### src/rtl/mt_rob_pkg.sv
package mt_rob_pkg;

  // Status bits held beside every buffered instruction.
  typedef struct packed {
    logic ready;
    logic squashed;
  } rob_flags_t;

endpackage

### src/rtl/mt_rob_queue.sv
module mt_rob_queue
  import mt_rob_pkg::*;
#(
  parameter int DEPTH = 4,
  parameter int SEQ_W = 16,
  parameter int PC_W  = 32,
  localparam int IDX_W = $clog2(DEPTH),
  localparam int CNT_W = $clog2(DEPTH + 1)
) (
  input  logic             clk,
  input  logic             rst_n,
  input  logic             push_i,
  input  logic [SEQ_W-1:0] push_seq_i,
  input  logic [PC_W-1:0]  push_pc_i,
  input  logic             mark_i,
  input  logic [IDX_W-1:0] mark_idx_i,
  input  logic             mark_sq_i,
  input  logic             pop_i,
  output logic [IDX_W-1:0] wr_idx_o,
  output logic             full_o,
  output logic [CNT_W-1:0] cnt_o,
  output logic             hd_vld_o,
  output logic [SEQ_W-1:0] hd_seq_o,
  output logic [PC_W-1:0]  hd_pc_o,
  output logic             hd_rdy_o,
  output logic             hd_sq_o,
  output logic [SEQ_W-1:0] tl_seq_o
);

  localparam logic [IDX_W-1:0] LAST_IDX = IDX_W'(DEPTH - 1);
  localparam logic [CNT_W-1:0] FULL_CNT = CNT_W'(DEPTH);

  logic [IDX_W-1:0] rp_q, rp_d, wp_q, wp_d, tl_idx;
  logic [CNT_W-1:0] cnt_q, cnt_d;
  logic [SEQ_W-1:0] seq_mem [DEPTH];
  logic [PC_W-1:0]  pc_mem  [DEPTH];
  rob_flags_t       flg_mem [DEPTH];

  function automatic logic [IDX_W-1:0] step_idx(input logic [IDX_W-1:0] p);
    return (p == LAST_IDX) ? '0 : p + 1'b1;
  endfunction

  // Next-state for pointers and occupancy.
  always_comb begin
    rp_d  = rp_q;
    wp_d  = wp_q;
    cnt_d = cnt_q;
    if (push_i) wp_d = step_idx(wp_q);
    if (pop_i)  rp_d = step_idx(rp_q);
    case ({push_i, pop_i})
      2'b10:   cnt_d = cnt_q + 1'b1;
      2'b01:   cnt_d = cnt_q - 1'b1;
      default: cnt_d = cnt_q;
    endcase
  end

  always_ff @(posedge clk or negedge rst_n) begin
    if (!rst_n) begin
      rp_q  <= '0;
      wp_q  <= '0;
      cnt_q <= '0;
    end else begin
      rp_q  <= rp_d;
      wp_q  <= wp_d;
      cnt_q <= cnt_d;
    end
  end

  // Entry storage, no reset; a push overrides a same-slot completion.
  always_ff @(posedge clk) begin
    if (mark_i) begin
      flg_mem[mark_idx_i] <= '{ready: 1'b1,
                               squashed: flg_mem[mark_idx_i].squashed | mark_sq_i};
    end
    if (push_i) begin
      seq_mem[wp_q] <= push_seq_i;
      pc_mem[wp_q]  <= push_pc_i;
      flg_mem[wp_q] <= '0;
    end
  end

  assign tl_idx   = (wp_q == '0) ? LAST_IDX : wp_q - 1'b1;
  assign wr_idx_o = wp_q;
  assign full_o   = (cnt_q == FULL_CNT);
  assign cnt_o    = cnt_q;
  assign hd_vld_o = (cnt_q != '0);
  assign hd_seq_o = hd_vld_o ? seq_mem[rp_q] : '0;
  assign hd_pc_o  = hd_vld_o ? pc_mem[rp_q]  : '0;
  assign hd_rdy_o = hd_vld_o & flg_mem[rp_q].ready;
  assign hd_sq_o  = hd_vld_o & flg_mem[rp_q].squashed;
  assign tl_seq_o = hd_vld_o ? seq_mem[tl_idx] : '0;

  // the parent only pops a head that is ready.
  a_r5_pop_only_ready: assert property (@(posedge clk) disable iff (!rst_n)
    pop_i |-> hd_rdy_o);

  // the parent never pushes into a full queue.
  a_r3_push_has_room: assert property (@(posedge clk) disable iff (!rst_n)
    push_i |-> (cnt_q != FULL_CNT));

endmodule

### src/rtl/mt_rob_age_pick.sv
module mt_rob_age_pick #(
  parameter int NUM         = 4,
  parameter int SEQ_W       = 16,
  parameter bit PICK_OLDEST = 1'b1,
  localparam int IDX_W = (NUM > 1) ? $clog2(NUM) : 1
) (
  input  logic [NUM-1:0]       cand_vld_i,
  input  logic [NUM*SEQ_W-1:0] cand_seq_i,
  output logic                 pick_vld_o,
  output logic [IDX_W-1:0]     pick_idx_o,
  output logic [SEQ_W-1:0]     pick_seq_o
);

  // Strict comparison keeps the lower index on a tie.
  if (PICK_OLDEST) begin : g_min
    always_comb begin
      pick_vld_o = 1'b0;
      pick_idx_o = '0;
      pick_seq_o = '0;
      for (int i = 0; i < NUM; i++) begin
        if (cand_vld_i[i] && (!pick_vld_o || cand_seq_i[i*SEQ_W +: SEQ_W] < pick_seq_o)) begin
          pick_vld_o = 1'b1;
          pick_idx_o = IDX_W'(i);
          pick_seq_o = cand_seq_i[i*SEQ_W +: SEQ_W];
        end
      end
    end
  end else begin : g_max
    always_comb begin
      pick_vld_o = 1'b0;
      pick_idx_o = '0;
      pick_seq_o = '0;
      for (int i = 0; i < NUM; i++) begin
        if (cand_vld_i[i] && (!pick_vld_o || cand_seq_i[i*SEQ_W +: SEQ_W] > pick_seq_o)) begin
          pick_vld_o = 1'b1;
          pick_idx_o = IDX_W'(i);
          pick_seq_o = cand_seq_i[i*SEQ_W +: SEQ_W];
        end
      end
    end
  end

endmodule

### src/rtl/mt_rob_tracker.sv
module mt_rob_tracker #(
  parameter int NTHR   = 4,
  parameter int QDEPTH = 4,
  parameter int CAP    = 8,
  parameter int SEQ_W  = 16,
  parameter int PC_W   = 32,
  localparam int TID_W  = (NTHR > 1) ? $clog2(NTHR) : 1,
  localparam int IDX_W  = $clog2(QDEPTH),
  localparam int TAG_W  = TID_W + IDX_W,
  localparam int TOT_W  = $clog2(CAP + 1),
  localparam int QCNT_W = $clog2(QDEPTH + 1)
) (
  input  logic                  clk,
  input  logic                  rst_n,
  input  logic [NTHR-1:0]       act_mask_i,
  input  logic                  ins_vld_i,
  input  logic [TID_W-1:0]      ins_tid_i,
  input  logic [SEQ_W-1:0]      ins_seq_i,
  input  logic [PC_W-1:0]       ins_pc_i,
  output logic [TAG_W-1:0]      ins_tag_o,
  output logic                  ins_take_o,
  input  logic                  done_vld_i,
  input  logic [TAG_W-1:0]      done_tag_i,
  input  logic                  done_sq_i,
  input  logic                  ret_vld_i,
  input  logic [TID_W-1:0]      ret_tid_i,
  output logic [NTHR-1:0]       thr_hd_vld_o,
  output logic [NTHR*SEQ_W-1:0] thr_hd_seq_o,
  output logic [NTHR*PC_W-1:0]  thr_hd_pc_o,
  output logic [NTHR-1:0]       thr_hd_rdy_o,
  output logic [NTHR-1:0]       thr_hd_sq_o,
  output logic                  commit_ok_o,
  output logic [TOT_W-1:0]      total_o,
  output logic                  old_vld_o,
  output logic [TID_W-1:0]      old_tid_o,
  output logic [SEQ_W-1:0]      old_seq_o,
  output logic                  young_vld_o,
  output logic [TID_W-1:0]      young_tid_o,
  output logic [SEQ_W-1:0]      young_seq_o
);

  localparam logic [TOT_W-1:0] CAP_C = TOT_W'(CAP);

  logic [NTHR-1:0]       q_full, push_w, mark_w, pop_w, live_w;
  logic [IDX_W-1:0]      wr_idx [NTHR];
  logic [QCNT_W-1:0]     q_cnt  [NTHR];
  logic [NTHR*SEQ_W-1:0] tl_seq;
  logic [TOT_W-1:0]      total_q, total_d, thr_sum;
  logic                  ret_take;

  // Admission: room in the thread queue and in the shared pool.
  assign ins_take_o = ins_vld_i & ~q_full[ins_tid_i] & (total_q != CAP_C);
  assign ins_tag_o  = {ins_tid_i, wr_idx[ins_tid_i]};
  assign ret_take   = ret_vld_i & thr_hd_rdy_o[ret_tid_i];

  for (genvar t = 0; t < NTHR; t++) begin : g_thr
    assign push_w[t] = ins_take_o && (ins_tid_i == TID_W'(t));
    assign mark_w[t] = done_vld_i && (done_tag_i[TAG_W-1:IDX_W] == TID_W'(t));
    assign pop_w[t]  = ret_take && (ret_tid_i == TID_W'(t));

    mt_rob_queue #(.DEPTH(QDEPTH), .SEQ_W(SEQ_W), .PC_W(PC_W)) u_q (
      .clk        (clk),
      .rst_n      (rst_n),
      .push_i     (push_w[t]),
      .push_seq_i (ins_seq_i),
      .push_pc_i  (ins_pc_i),
      .mark_i     (mark_w[t]),
      .mark_idx_i (done_tag_i[IDX_W-1:0]),
      .mark_sq_i  (done_sq_i),
      .pop_i      (pop_w[t]),
      .wr_idx_o   (wr_idx[t]),
      .full_o     (q_full[t]),
      .cnt_o      (q_cnt[t]),
      .hd_vld_o   (thr_hd_vld_o[t]),
      .hd_seq_o   (thr_hd_seq_o[t*SEQ_W +: SEQ_W]),
      .hd_pc_o    (thr_hd_pc_o[t*PC_W +: PC_W]),
      .hd_rdy_o   (thr_hd_rdy_o[t]),
      .hd_sq_o    (thr_hd_sq_o[t]),
      .tl_seq_o   (tl_seq[t*SEQ_W +: SEQ_W])
    );
  end

  // Shared occupancy.
  always_comb begin
    case ({ins_take_o, ret_take})
      2'b10:   total_d = total_q + 1'b1;
      2'b01:   total_d = total_q - 1'b1;
      default: total_d = total_q;
    endcase
  end

  always_ff @(posedge clk or negedge rst_n) begin
    if (!rst_n) total_q <= '0;
    else        total_q <= total_d;
  end

  assign total_o     = total_q;
  assign live_w      = thr_hd_vld_o & act_mask_i;
  assign commit_ok_o = |(thr_hd_rdy_o & act_mask_i);

  mt_rob_age_pick #(.NUM(NTHR), .SEQ_W(SEQ_W), .PICK_OLDEST(1'b1)) u_oldest (
    .cand_vld_i (live_w),
    .cand_seq_i (thr_hd_seq_o),
    .pick_vld_o (old_vld_o),
    .pick_idx_o (old_tid_o),
    .pick_seq_o (old_seq_o)
  );

  mt_rob_age_pick #(.NUM(NTHR), .SEQ_W(SEQ_W), .PICK_OLDEST(1'b0)) u_youngest (
    .cand_vld_i (live_w),
    .cand_seq_i (tl_seq),
    .pick_vld_o (young_vld_o),
    .pick_idx_o (young_tid_o),
    .pick_seq_o (young_seq_o)
  );

  // ---------------- assertions ----------------
  always_comb begin
    thr_sum = '0;
    for (int t = 0; t < NTHR; t++) thr_sum = thr_sum + TOT_W'(q_cnt[t]);
  end

  a_r2_total_tracks_threads: assert property (@(posedge clk) disable iff (!rst_n)
    total_q == thr_sum);

  a_r3_no_overflow: assert property (@(posedge clk) disable iff (!rst_n)
    total_q <= CAP_C);

  a_r2_insert_grows: assert property (@(posedge clk) disable iff (!rst_n)
    (ins_take_o && !ret_take) |=> (total_q == $past(total_q) + 1'b1));

  a_r9_commit_needs_head: assert property (@(posedge clk) disable iff (!rst_n)
    commit_ok_o |-> old_vld_o);

  for (genvar t = 0; t < NTHR; t++) begin : g_age_chk
    a_r7_oldest_bound: assert property (@(posedge clk) disable iff (!rst_n)
      live_w[t] |-> (old_vld_o && old_seq_o <= thr_hd_seq_o[t*SEQ_W +: SEQ_W]));
    a_r8_youngest_bound: assert property (@(posedge clk) disable iff (!rst_n)
      live_w[t] |-> (young_vld_o && young_seq_o >= tl_seq[t*SEQ_W +: SEQ_W]));
  end

endmodule

### config.mk
export PLATFORM = sky130hd
export DESIGN_NAME = mt_rob_tracker
export DESIGN_NICKNAME = d
export VERILOG_FILES = /design/src/rtl/mt_rob_pkg.sv /design/src/rtl/mt_rob_queue.sv /design/src/rtl/mt_rob_age_pick.sv /design/src/rtl/mt_rob_tracker.sv
export SDC_FILE = /design/constraint.sdc
export NUM_CORES = 1
export LEC_CHECK = 0
export BUFFER_PORTS_ARGS = -buffer_cell sky130_fd_sc_hd__buf_2
export CAP_MARGIN = 20
export CORE_ASPECT_RATIO = 1.5
export CORE_UTILIZATION = 35
export CTS_CLUSTER_DIAMETER = 100
export CTS_CLUSTER_SIZE = 12
export DETAILED_ROUTE_END_ITERATION = 10
export GPL_ROUTABILITY_DRIVEN = 1
export PLACE_DENSITY = 0.52
export SETUP_SLACK_MARGIN = 0.5
export SYNTH_ARGS = -nofsm -noshare
export SYNTH_HDL_FRONTEND = slang
export SYNTH_SLANG_ARGS = --single-unit
### constraint.sdc
create_clock -name clk -period 8.8 [get_ports clk]
set_input_delay 0.88 -clock clk [delete_from_list [all_inputs] [get_ports clk]]
set_output_delay 0.88 -clock clk [all_outputs]
set_load 0.005 [all_outputs]
==> results of run 1 <==
worst paths after layout:
path,startpoint,endpoint,slack (ns),depth (start not counted)
max,g_thr[1].u_q.wr_idx_o[1],young_seq_o[3],-0.27,42
min,rst_n,total_o[3],0.30,1
max reg2reg,g_thr[3].u_q.rp_q[0],total_o[3],4.33,12
min reg2reg,g_thr[3].u_q.flg_mem[3][1],g_thr[3].u_q.flg_mem[3][1],0.47,2
max in group asynchronous,rst_n,g_thr[2].u_q.rp_q[0],7.84,1
min in group clk,g_thr[3].u_q.flg_mem[3][1],g_thr[3].u_q.flg_mem[3][1],0.47,2
timing repair:
action                                  CTS  global route
endpoints found under the setup margin   36            36
pin swaps                                15            38
setup buffers                            33            24
resized for setup                       111           113
cloned                                    3             2
power breakdown:
group,internal [mW],leakage [nW],switching [mW]
Clock,1.72,1.08,1.42
Sequential,4.64,7.58,0.294
Combinational,5.29,7.69,5.57
worst reg2reg max path, cell delays in order, from the launching register on:
cell and delay, ns:
dfrtp_4 0.79, buf_4 0.67, mux4_2 0.68, and2_1 0.20, mux4_2 0.45, and2_1 0.30
ha_1 0.29, ha_1 0.28, a21o_1 0.16, a21oi_1 0.19, xnor2_1 0.14, nor2_1 0.07
xor2_1 0.15
cells by family after synthesis:
logic type	synth area share
flops	0.6422
compound gates	0.02781
mux	0.1802
buf+inv	0.02440
fa+ha+maj	0.04197
simple gates	0.07975
xor+xnor	0.003673
per-stage QoR:
step / hold slack [ns] / std cells / total power [mW] / utilization / setup WS (ns)
3_3_place_gp: 0.4480 / 3999 / 14.41 / 0.3889 / -0.6297
2_1_floorplan: 0.4316 / 2253 / 10.24 / - / 0.5177
4_1_cts: 0.2983 / 4158 / 18.52 / 0.4175 / -0.3157
6_report: 0.2999 / 4187 / 18.94 / 0.4249 / -0.2729
3_5_place_dp: 0.4628 / 4000 / 14.46 / 0.3890 / -0.5056
5_1_grt: 0.3412 / 4185 / 19.96 / 0.4248 / -0.5647
area by class of cell:
cell class                 count  area [µm²]  area share
clock buffer                 119        2212     0.04806
multi-input combinational   1195       13560      0.2945
clock inverter                 3       37.54   0.0008156
antenna                        3       7.507   0.0001631
sequential                   832       24530      0.5329
inverter                      97       371.6    0.008074
timing repair buffer         513        3531     0.07672
tap                         1425        1783     0.03874
state kept, by name, indices dropped and copies added, names as in the netlist:
| signal | count |
|---|---|
| g_thr.u_q.pc_mem | 512 |
| g_thr.u_q.cnt_o | 12 |
| g_thr.u_q.wr_idx_o | 8 |
| total_o | 4 |
| g_thr.u_q.seq_mem | 256 |
| g_thr.u_q.flg_mem | 32 |
| g_thr.u_q.rp_q | 8 |
routing by layer:
layer	global-route usage	routed length, µm	vias up
li1	-	-	9693
met5	0	73	-
met2	0.4043	65170	675
met4	0.08062	4278	12
met1	0.2597	46640	11980
met3	0.04295	6959	165
cell usage after synthesis (19+ instances only):
cell	number	area (µm²)
o21ai_0	36	180.2
nand4_1	19	118.9
mux2_2	26	292.8
nand2_1	92	345.3
a21oi_1	23	115.1
clkbuf_1	73	274.0
dfxtp_1	32	640.6
a21o_1	28	210.2
mux2i_1	34	340.3
ha_1	120	1501
or2_2	20	125.1
nor3_1	39	195.2
buf_1	32	120.1
edfxtp_1	768	23060
inv_1	96	360.4
mux4_2	270	6081
and2_1	245	1533
nor2_1	101	379.1
dfrtp_1	32	800.8
==> out/metrics.sh, run 1 <==
RUN_STATUS='finished with violations'
VIOLATED_CHECKS='negative setup slack'
LAYOUT_COMMON_CELLS='edfxtp_1 (768), buf_2 (300), mux4_2 (270)'
WORST_PATH_MOST_REPEATED_CELL='a21o_1'
FIN_WS_NS=-0.2729
ROUTE.FINAL.WIRE_LENGTH_UM=123100
DIE_AREA_UM2=110400
FINAL_DESIGN_AREA_NO_FILL_UM2=46020
CRITICAL_PATH_ARRIVAL_NS=8.19
CRITPATHREQUIREDTIME_NS=7.92
CHIPWIDTH_UM=271.6
COMMONEST_NON_FILL_NON_TAP_CELL_IN_THE_LAYOUT='edfxtp_1'
CRIT_SLOWEST_CELL='mux4_2'
CORE_UM2=108300
GRT_PASS1_WL_UM=174100
CRIT_PATH_START_KIND='register'
STATIC-LEAKAGE-POWER_nW=16.35
HOLD_PATH_CLASS='in -> async'
FINAL_SLEW_VIOL_COUNT=0
NUMBER_OF_ANTENNA_VIOLATIONS_AT_THE_FIRST_CHECK_IN_GLOBAL_ROUTING=12
TIGHTESTPINTRANSITION_NS=0.9691
AVGSYNTHCELLAREA_UM2=16.94
SYNTH_SEQ_CELLS=832
CTS_INSERTED_BUFFERS=79
CTS_HOLD_BUFFERS=0
END_KIND='primary output'
MAPPEDNETLISTNETS=2444
SYNTH-ASYNC-RESET-RATIO=0.03846
VIAS_PER_CELL=5.380
P_PER_AREA_nW_PER_UM2=411.5
DP_HPWL_UM=85640
UPPER_CLOCK_FREQUENCY_LIMIT_MHz=110.2
SYNTH_CELL_TYPE_COUNT=68
SYNTH-SEQ-AREA-SHARE=0.6422
WORST-PATH-MAX-FANOUT=7
WORST_CLOCK_SKEW_NS=0.02056
WORST_SETUP_HOLD_PATH_CLK_SLEW_NS=0.07
VIAS=22530
OVERFLOW=0
FLOORPLAN.INITIALDENSITY=0.3522
FILLCELLCOUNT=9810
RELSLEWSLACK=0.3539
CLOCK_TREE_FROM_TRITONCTS='built'
DRT_ITER0_MARKERS=1708
SETUP_VIOLATIONS=17
FLOORPLAN.DIE.HEIGHT_UM=406.4
GRT_SETUP_UNREPAIRED='yes'
CRITICAL_PATH.N_BUFFERS_INVERTERS=11
CRITICAL-PATH-TOP-DELAY-FAMILY='compound AO/OA/AOI/OAI gates'
CELL_CHOSEN_FOR_THE_CLOCK_ROOT='clkbuf_16'
SYNTHCELLS=2253
CPPEAKSTAGEDELAY_NS=0.52
FIRSTDRTPASSITERS=5
PORTBUFFERS=317
PLACE_AREA_UM2=42140
NNETSFINAL=2909
DRV.MAX_CAP_VIOLATION_COUNT=0
HTREEDEPTH=3
PLACE_CONGESTION=0.9497
GRT_PASS1_VIAS=23840
EDFF_COUNT_SYNTH=768
PIN_COUNT=318
CRIT_TYPE='reg -> out'
DRIVE_GT1_FRAC=0.3962
PEAKVDDDROP_V=0.0004404
SYN_AREA_UM2=38160
FIN_CRIT_SH=1.031
MIN_PERIOD_NS=9.073
TIMING_HOLD_VIOLATIONS_FINAL=0
YS_WARN_COUNT=0
WL_PER_CELL_UM=29.41
GLOBAL_ROUTING_USAGE_SUMMED_ACROSS_ALL_ROUTING_LAYERS=0.2228
PLACEMENT_ROWS=148
DRT_DRC_VIOLATIONS_LEFT=0
SYNTH_TO_LAYOUT_AREA_GROWTH_PCT=20.62
CLOCK_INSERTION_DELAY_WORST_SKEW_NS=0.66
ANTENNA_LEFT=0
TRITONCTS_NUM_SINKS=832
SYNTH_FLOP_CELL='edfxtp_1'
SETUP-TNS-FINAL_NS=-4.291
GRT_MAX_DEGREE=52
CTS_BUFFER_DEPTH=3
No activity file was read; power rests on OpenSTA's default activity.
==> run 2: changes to the inputs <==
Settings changed: PLACE_DENSITY 0.52 to 0.5, SLEW_MARGIN from default to 20.
Clock period 8.8 ns to 11.3 ns, I/O delays scaled along.
==> run 2 against run 1 <==
Net effect:
- the flow finishes with violations (design-rule violations)
- clock-buffer cell count increased by 4
- via count down 3.2%
- die area is the same
- design area down 4.7%
- core utilization decreased by 2.0 points
- worst setup slack better by 0.96 ns
- global-route usage down 0.27 points
- combinational power is 37% lower
- non-clock buffer count shrank 131
- critical path depth is 12 lower
- register-to-register slack better by 2.3 ns
- sequential power is 21% lower
- critical endpoint is now old_seq_o[15]
==> out/metrics.sh, run 2 (synthesis gave the netlist of run 1 again) <==
RUN_STATUS='finished with violations'
VIOLATED_CHECKS='design-rule violations'
FIN_WS_NS=0.6867  # +0.9596 ns
HTREEDEPTH=3  # unchanged
PORTBUFFERS=317  # unchanged
FLOORPLAN.DIE.HEIGHT_UM=406.4  # unchanged
COMMONEST_NON_FILL_NON_TAP_CELL_IN_THE_LAYOUT='edfxtp_1'
CLOCK_INSERTION_DELAY_WORST_SKEW_NS=0.66  # about the same
CPPEAKSTAGEDELAY_NS=0.72  # +0.20 ns
R2R_START='g_thr[2].u_q.rp_q[1]'
PEAKVDDDROP_V=0.0002049  # -53%
FLOORPLAN.INITIALDENSITY=0.3522  # unchanged
FIN_CRIT_SH=0.9392
CRIT_PATH_START_KIND='register'
END_KIND='primary output'
CRITICAL_PATH_ARRIVAL_NS=9.48  # +1.29 ns
GRT_MAX_DEGREE=52  # unchanged
DP_HPWL_UM=84410  # -1.4%
WORST_SETUP_HOLD_PATH_CLK_SLEW_NS=0.06  # about the same
LARGEST_REG_FLOPS=512  # unchanged
CRITPATHREQUIREDTIME_NS=10.17  # +2.25 ns
DIE_AREA_UM2=110400  # unchanged
UPPER_CLOCK_FREQUENCY_LIMIT_MHz=94.22
PLACEMENT_ROWS=148  # unchanged
CP.DEPTH=30  # -29%
VIAS=21810  # -3.2%
CRITICAL_PATH.N_BUFFERS_INVERTERS=5  # -6
SEQUENTIALPOWERSHARE=0.297  # +0.037
DRIVE_GT1_FRAC=0.3263  # -0.06991
CELL_CHOSEN_FOR_THE_CLOCK_ROOT='clkbuf_16'
RELSLEWSLACK=0.2355  # -0.1185
WORST_PATH_MOST_REPEATED_CELL='a21o_1'
DRT_DRC_VIOLATIONS_LEFT=2  # +2
P_PER_AREA_nW_PER_UM2=300.9  # -27%
R2R_END='g_thr[0].u_q.cnt_o[2]'
FINAL_SLEW_VIOL_COUNT=0  # unchanged
FIRSTDRTPASSITERS=9  # +4
SETUP_VIOLATIONS=0  # -17
TRITONCTS_NUM_SINKS=832  # unchanged
FIN_WORST_HOLD_SLACK_NS=0.4685  # +0.1687 ns
LAYOUT_COMMON_CELLS='edfxtp_1 (768), buf_2 (317), mux4_2 (270)'
ANTENNA_LEFT=0  # unchanged
FINAL_DESIGN_AREA_NO_FILL_UM2=43860  # -4.7%
PRECTSSETUPSLACK_NS=0.4733  # +0.9789 ns
CTS_BUFFER_DEPTH=3  # unchanged
DRT_ITER0_MARKERS=1545  # -9.5%
POWER_SWITCHING_SHARE=0.3956  # +0.01058
CRITICAL-PATH-TOP-DELAY-FAMILY='compound AO/OA/AOI/OAI gates'
HOLD_PATH_CLASS='reg -> reg'
SETUP.WORST_PATH.END='old_seq_o[15]'
WORST_CLOCK_SKEW_NS=0.02439  # +0.003830 ns
CTS_INSERTED_BUFFERS=79  # unchanged
CHIPWIDTH_UM=271.6  # unchanged
GRT_SETUP_UNREPAIRED='no'
TIGHTESTPINTRANSITION_NS=1.147  # +0.1777 ns
REGISTERS.TOP_BY_FF_COUNT='g_thr.u_q.pc_mem'
LARGESTREGISTERS='g_thr.u_q.pc_mem: 512 flops, g_thr.u_q.seq_mem: 256 flops, g_thr.u_q.flg_mem: 32 flops'
FILLCELLCOUNT=9957  # +1.5%
WORST_SETUP_PATH_STARTPOINT='g_thr[1].u_q.rp_q[1]'
VIAS_PER_CELL=5.369  # -0.21%
GRT_PASS1_WL_UM=171100  # -1.7%
OVERFLOW=0  # unchanged
WORST-R2R-CELL-COUNT=12  # unchanged
GRT_PASS1_VIAS=23080  # -3.2%
CRIT_TYPE='reg -> out'
PIN_COUNT=318  # unchanged
SYNTH_TO_LAYOUT_AREA_GROWTH_PCT=14.94
ROUTE.FINAL.WIRE_LENGTH_UM=120800  # -1.9%
STATIC-LEAKAGE-POWER_nW=15.41  # -5.8%
PLACE_CONGESTION=0.8960  # -5.7%
REG2REG_SLACK_NS=6.62  # +2.29 ns
NNETSFINAL=2778  # -4.5%
SETUP-TNS-FINAL_NS=0  # +4.291 ns
CELL_INTERNAL_PWR_mW=7.977  # -32%
CRIT_SLOWEST_CELL='o21ai_0'
DRV.MAX_CAP_VIOLATION_COUNT=0  # unchanged
WL_PER_CELL_UM=29.73  # +1.1%
CORE_UM2=108300  # unchanged
WORST-PATH-MAX-FANOUT=30  # +23
POWER.SHARE.CLOCK=0.186  # +0.020
TIMING_HOLD_VIOLATIONS_FINAL=0  # unchanged
NET-SWITCHING-POWER_mW=5.221  # -28%
MIN_PERIOD_NS=10.61
CLOCK_TREE_FROM_TRITONCTS='built'
POWER_FRAC_COMB=0.517  # -0.056
PLACE_AREA_UM2=41450  # -1.6%
GLOBAL_ROUTING_USAGE_SUMMED_ACROSS_ALL_ROUTING_LAYERS=0.2202  # -0.002650
NUMBER_OF_ANTENNA_VIOLATIONS_AT_THE_FIRST_CHECK_IN_GLOBAL_ROUTING=11  # -1
-- run 2: power by group through the flow --
stage / Sequential (mW) / Clock, mW / Combinational (mW)
floorplan: 3.76 / 0 / 4.17
global placement: 4.00 / 0 / 6.79
detailed placement: 4.02 / 0 / 6.84
CTS: 3.94 / 2.54 / 6.91
global route: 3.96 / 2.63 / 7.38
finish: 3.91 / 2.46 / 6.82
-- run 2: cell type report --
| type | instances | area, µm² | share of cell area |
|---|---|---|---|
| diodes | 2 | 5.005 | 0.0001141 |
| clock buffers | 123 | 2163 | 0.04933 |
| clock inverters | 7 | 96.34 | 0.002197 |
| inverters | 97 | 364.1 | 0.008302 |
| multi-input cells | 1195 | 12790 | 0.2916 |
| flip-flops and latches | 832 | 24530 | 0.5593 |
| well taps | 1425 | 1783 | 0.04065 |
| repair buffers | 382 | 2128 | 0.04853 |
-- run 2: metal layers --
metal | up-vias | track usage | part of all wire
li1 | 9433 | - | -
met1 | 11590 | 0.2483 | 0.37
met2 | 640 | 0.4124 | 0.55
met3 | 146 | 0.03924 | 0.051
met4 | 10 | 0.07737 | 0.031
met5 | - | 0 | 0.00059
-- run 2: worst min-delay path by stage --
stage / start / to / slack [ns] / cells past startpoint
floorplan: g_thr[1].u_q.flg_mem[1][1] / g_thr[1].u_q.flg_mem[1][1] / 0.43 / 2
global placement: g_thr[1].u_q.flg_mem[2][1] / g_thr[1].u_q.flg_mem[2][1] / 0.44 / 2
detailed placement: g_thr[2].u_q.flg_mem[2][1] / g_thr[2].u_q.flg_mem[2][1] / 0.45 / 2
CTS: g_thr[2].u_q.flg_mem[2][1] / g_thr[2].u_q.flg_mem[2][1] / 0.47 / 2
global route: g_thr[2].u_q.flg_mem[3][1] / g_thr[2].u_q.flg_mem[3][1] / 0.49 / 2
finish: g_thr[2].u_q.flg_mem[2][1] / g_thr[2].u_q.flg_mem[2][1] / 0.47 / 2
-- run 2: worst min-delay path: stages (launching register included) --
cell	delay, ns
dfxtp_1	0.32
nor2_1	0.05
nor2_1	0.07
-- run 2: timing repair --
item                       in CTS  in global routing
setup endpoints to repair      33                 33
resized for setup               9                  8
hold buffers                    0                  0
pin swaps                       0                  2
buffers inserted                1                  8
-- run 2: per-stage QoR --
step | util | std cells | power (mW)
after floorplan | - | 2253 | 7.929
after global placement | 0.3826 | 3922 | 10.79
after detailed placement | 0.3826 | 3922 | 10.85
after CTS | 0.4039 | 4053 | 13.38
after global routing | 0.4048 | 4062 | 13.97
final | 0.4049 | 4063 | 13.20
==> run 3: changes to the inputs <==
Settings changed: CTS_CLUSTER_SIZE 12 to 8, HOLD_SLACK_MARGIN from default to 0.12, RECOVER_POWER from default to 100.
==> run 3 against run 2 <==
Net effect:
- hold slack worse by 0.0057 ns
- the run ends with max-capacitance violations, max-slew violations left
- register-to-register slack got worse by 1.9 ns
- first-iteration DRC count shrank 1.2%
- worst setup slack lost 0.0071 ns
- global-route usage grew 0.11 points
- clock-buffer cell count is 49 higher
- largest power group unchanged
- via count grew 0.89%
- final cell count grew 1.2%
- critical path depth rose by 5
- sequential share of layout area decreased by 0.88 points
- clock skew rose by 0.012 ns
- clock power increased by 26%
==> out/metrics.sh, run 3 (synthesis gave the netlist of run 1 again) <==
P_PER_AREA_nW_PER_UM2=309.4  # +2.8%
SYNTH_TO_LAYOUT_AREA_GROWTH_PCT=16.76
FIN_CRIT_SH=0.9399  # about the same
DRT_DRC_VIOLATIONS_LEFT=0  # -2
GRT_SETUP_UNREPAIRED='no'
DP_HPWL_UM=84410  # unchanged
CTS_BUFFER_DEPTH=3  # unchanged
PRECTSSETUPSLACK_NS=0.4733  # unchanged
CRIT_TYPE='reg -> out'
SEQUENTIALPOWERSHARE=0.285  # -0.012
LARGESTREGISTERS='g_thr.u_q.pc_mem: 512 flops, g_thr.u_q.seq_mem: 256 flops, g_thr.u_q.flg_mem: 32 flops'
FLOORPLAN.DIE.HEIGHT_UM=406.4  # unchanged
VIOLATED_CHECKS='max-capacitance violations, max-slew violations'
HTREEDEPTH=3  # unchanged
CRITICAL_PATH_ARRIVAL_NS=9.49  # about the same
WORST-PATH-MAX-FANOUT=30  # unchanged
PEAKVDDDROP_V=0.0002054  # +0.27%
FIN_WS_NS=0.6796  # -0.007111 ns
GRT_PASS1_WL_UM=172000  # +0.53%
ANTENNA_LEFT=0  # unchanged
PLACE_AREA_UM2=41450  # unchanged
MULTI_INPUT_COMB_AREA_UM2=12750  # -0.29%
SETUP_VIOLATIONS=0  # unchanged
GRT_PASS1_VIAS=23440  # +1.6%
CLOCK_TREE_FROM_TRITONCTS='built'
RUN_STATUS='finished with violations'
DRT_ITER0_MARKERS=1527  # -1.2%
CRITPATHREQUIREDTIME_NS=10.17  # about the same
FIRSTDRTPASSITERS=5  # -4
FINAL_SLEW_VIOL_COUNT=1067  # +1,067
CELL_CHOSEN_FOR_THE_CLOCK_ROOT='clkbuf_16'
PLACE_CONGESTION=0.8960  # unchanged
CTS_INSERTED_BUFFERS=113  # +43%
NET-SWITCHING-POWER_mW=5.344  # +2.3%
PIN_COUNT=318  # unchanged
WORST_CLOCK_SKEW_NS=0.03665  # +0.01226 ns
TIMING_HOLD_VIOLATIONS_FINAL=0  # unchanged
VIAS_PER_CELL=5.351  # -0.33%
CHIPWIDTH_UM=271.6  # unchanged
FILLCELLCOUNT=9966  # +0.090%
UTILIZATION=0.4113  # +0.006399
HOLD_PATH_CLASS='reg -> reg'
FLOORPLAN.INITIALDENSITY=0.3522  # unchanged
RELSLEWSLACK=-1.883  # -2.118
CORE_UM2=108300  # unchanged
ROUTE.FINAL.WIRE_LENGTH_UM=121700  # +0.79%
REGISTERS.TOP_BY_FF_COUNT='g_thr.u_q.pc_mem'
UPPER_CLOCK_FREQUENCY_LIMIT_MHz=94.16  # about the same
POWER.SHARE.CLOCK=0.224  # +0.038
CPPEAKSTAGEDELAY_NS=0.43  # -0.29 ns
TRITONCTS_NUM_SINKS=832  # unchanged
WORST_SETUP_HOLD_PATH_CLK_SLEW_NS=0.05  # about the same
NUMBER_OF_ANTENNA_VIOLATIONS_AT_THE_FIRST_CHECK_IN_GLOBAL_ROUTING=13  # +2
GLOBAL_ROUTING_USAGE_SUMMED_ACROSS_ALL_ROUTING_LAYERS=0.2213  # +0.001130
DIE_AREA_UM2=110400  # unchanged
POWER_FRAC_COMB=0.490  # -0.027
DRIVE_GT1_FRAC=0.2843  # -0.04197
SETUP-TNS-FINAL_NS=0  # unchanged
WORST-R2R-CELL-COUNT=12  # unchanged
WL_PER_CELL_UM=29.60  # -0.44%
END_KIND='primary output'
STATIC-LEAKAGE-POWER_nW=15.39  # -0.12%
CELL_INTERNAL_PWR_mW=8.441  # +5.8%
COMMONEST_NON_FILL_NON_TAP_CELL_IN_THE_LAYOUT='edfxtp_1'
PORTBUFFERS=317  # unchanged
NNETSFINAL=2814  # +1.3%
LARGEST_REG_FLOPS=512  # unchanged
TIGHTESTPINTRANSITION_NS=4.324  # +3.177 ns
LAYOUT_COMMON_CELLS='edfxtp_1 (768), mux4_2 (270), buf_2 (227)'
CLOCK_INSERTION_DELAY_WORST_SKEW_NS=0.69  # +0.03 ns
WORST_PATH_MOST_REPEATED_CELL='a21o_1'
PLACEMENT_ROWS=148  # unchanged
TIMING.HOLD.WORST_PATH_DEPTH=2  # unchanged
CRIT_PATH_START_KIND='register'
FINAL_DESIGN_AREA_NO_FILL_UM2=44550  # +1.6%
CRIT_SLOWEST_CELL='mux2_1'
OVERFLOW=0  # unchanged
GRT_MAX_DEGREE=52  # unchanged
VIAS=22010  # +0.89%
DRV.MAX_CAP_VIOLATION_COUNT=28  # +28
POWER_SWITCHING_SHARE=0.3877  # -0.007947
AREA_OF_ALL_SEQUENTIAL_STANDARD_CELLS_UM2=24520  # about the same
MIN_PERIOD_NS=10.62  # +0.007111 ns
run 3: cell types whose count changed in the layout (fill, tap and decap cells not counted), moves of 22 or more:
cell       change
and2_0       +164
buf_4         -22
clkbuf_16     +35
and2_1       -160
buf_2         -90
clkbuf_1     +125
run 3: path summary, 6_finish.rpt:
kind / start / to / slack, ns
min in group asynchronous: rst_n / total_o[3] / 0.97
max: g_thr[1].u_q.cnt_o[0] / old_seq_o[14] / 0.68
max reg2reg: g_thr[2].u_q.rp_q[1] / g_thr[0].u_q.cnt_o[2] / 4.73
max in group asynchronous: rst_n / g_thr[0].u_q.rp_q[1] / 8.90
min: g_thr[2].u_q.flg_mem[2][1] / g_thr[2].u_q.flg_mem[2][1] / 0.46
min reg2reg: g_thr[2].u_q.flg_mem[2][1] / g_thr[2].u_q.flg_mem[2][1] / 0.46
run 3: repair_timing:
action	CTS	global route
buffers inserted	1	10
hold endpoints to repair	0	0
setup endpoints to repair	33	33
hold buffers	0	0
pin swaps	0	4
resized for setup	13	9
run 3: power by group through the flow:
stage / clock (mW) / combinational (mW) / sequential [mW]
after global routing: 3.28 / 7.31 / 3.97
final: 3.09 / 6.76 / 3.93
after CTS: 3.17 / 6.91 / 3.94
after floorplan: 0 / 4.17 / 3.76
after global placement: 0 / 6.79 / 4.00
after detailed placement: 0 / 6.84 / 4.02
run 3: per-stage QoR:
stage,cells,power (mW),hold WS (ns)
3_3_place_gp,3922,10.79,0.4416
3_5_place_dp,3922,10.85,0.4534
2_1_floorplan,2253,7.929,0.4316
4_1_cts,4099,14.03,0.4653
5_1_grt,4110,14.57,0.4846
6_report,4113,13.78,0.4629
run 3: layer usage:
layer / vias to the layer above / GRT usage / share of wire / routed length [µm]
met4: 12 / 0.07569 / 0.034 / 4175
li1: 9516 / - / - / -
met2: 676 / 0.4146 / 0.55 / 66540
met5: - / 0 / 0.00067 / 81
met3: 177 / 0.04691 / 0.058 / 7038
met1: 11630 / 0.2453 / 0.36 / 43910
run 3: cell type report:
cell class,instances,share of cell area
diodes,4,0.0002247
flip-flops and latches,832,0.5505
multi-input cells,1195,0.2862
clock buffers,172,0.06940
clock inverters,4,0.001517
repair buffers,384,0.04398
well taps,1425,0.04002
inverters,97,0.008173
run 3: worst max-delay path, delay by kind of cell, from the launching register on:
kind / cells / cell delay, ns
buffers and inverters: 9 / 1.66
muxes: 2 / 0.78
adders and majority gates: 3 / 0.89
DFF: 1 / 0.42
and+or+nand+nor: 6 / 1.40
AOI/OAI and AO/OA: 15 / 3.61
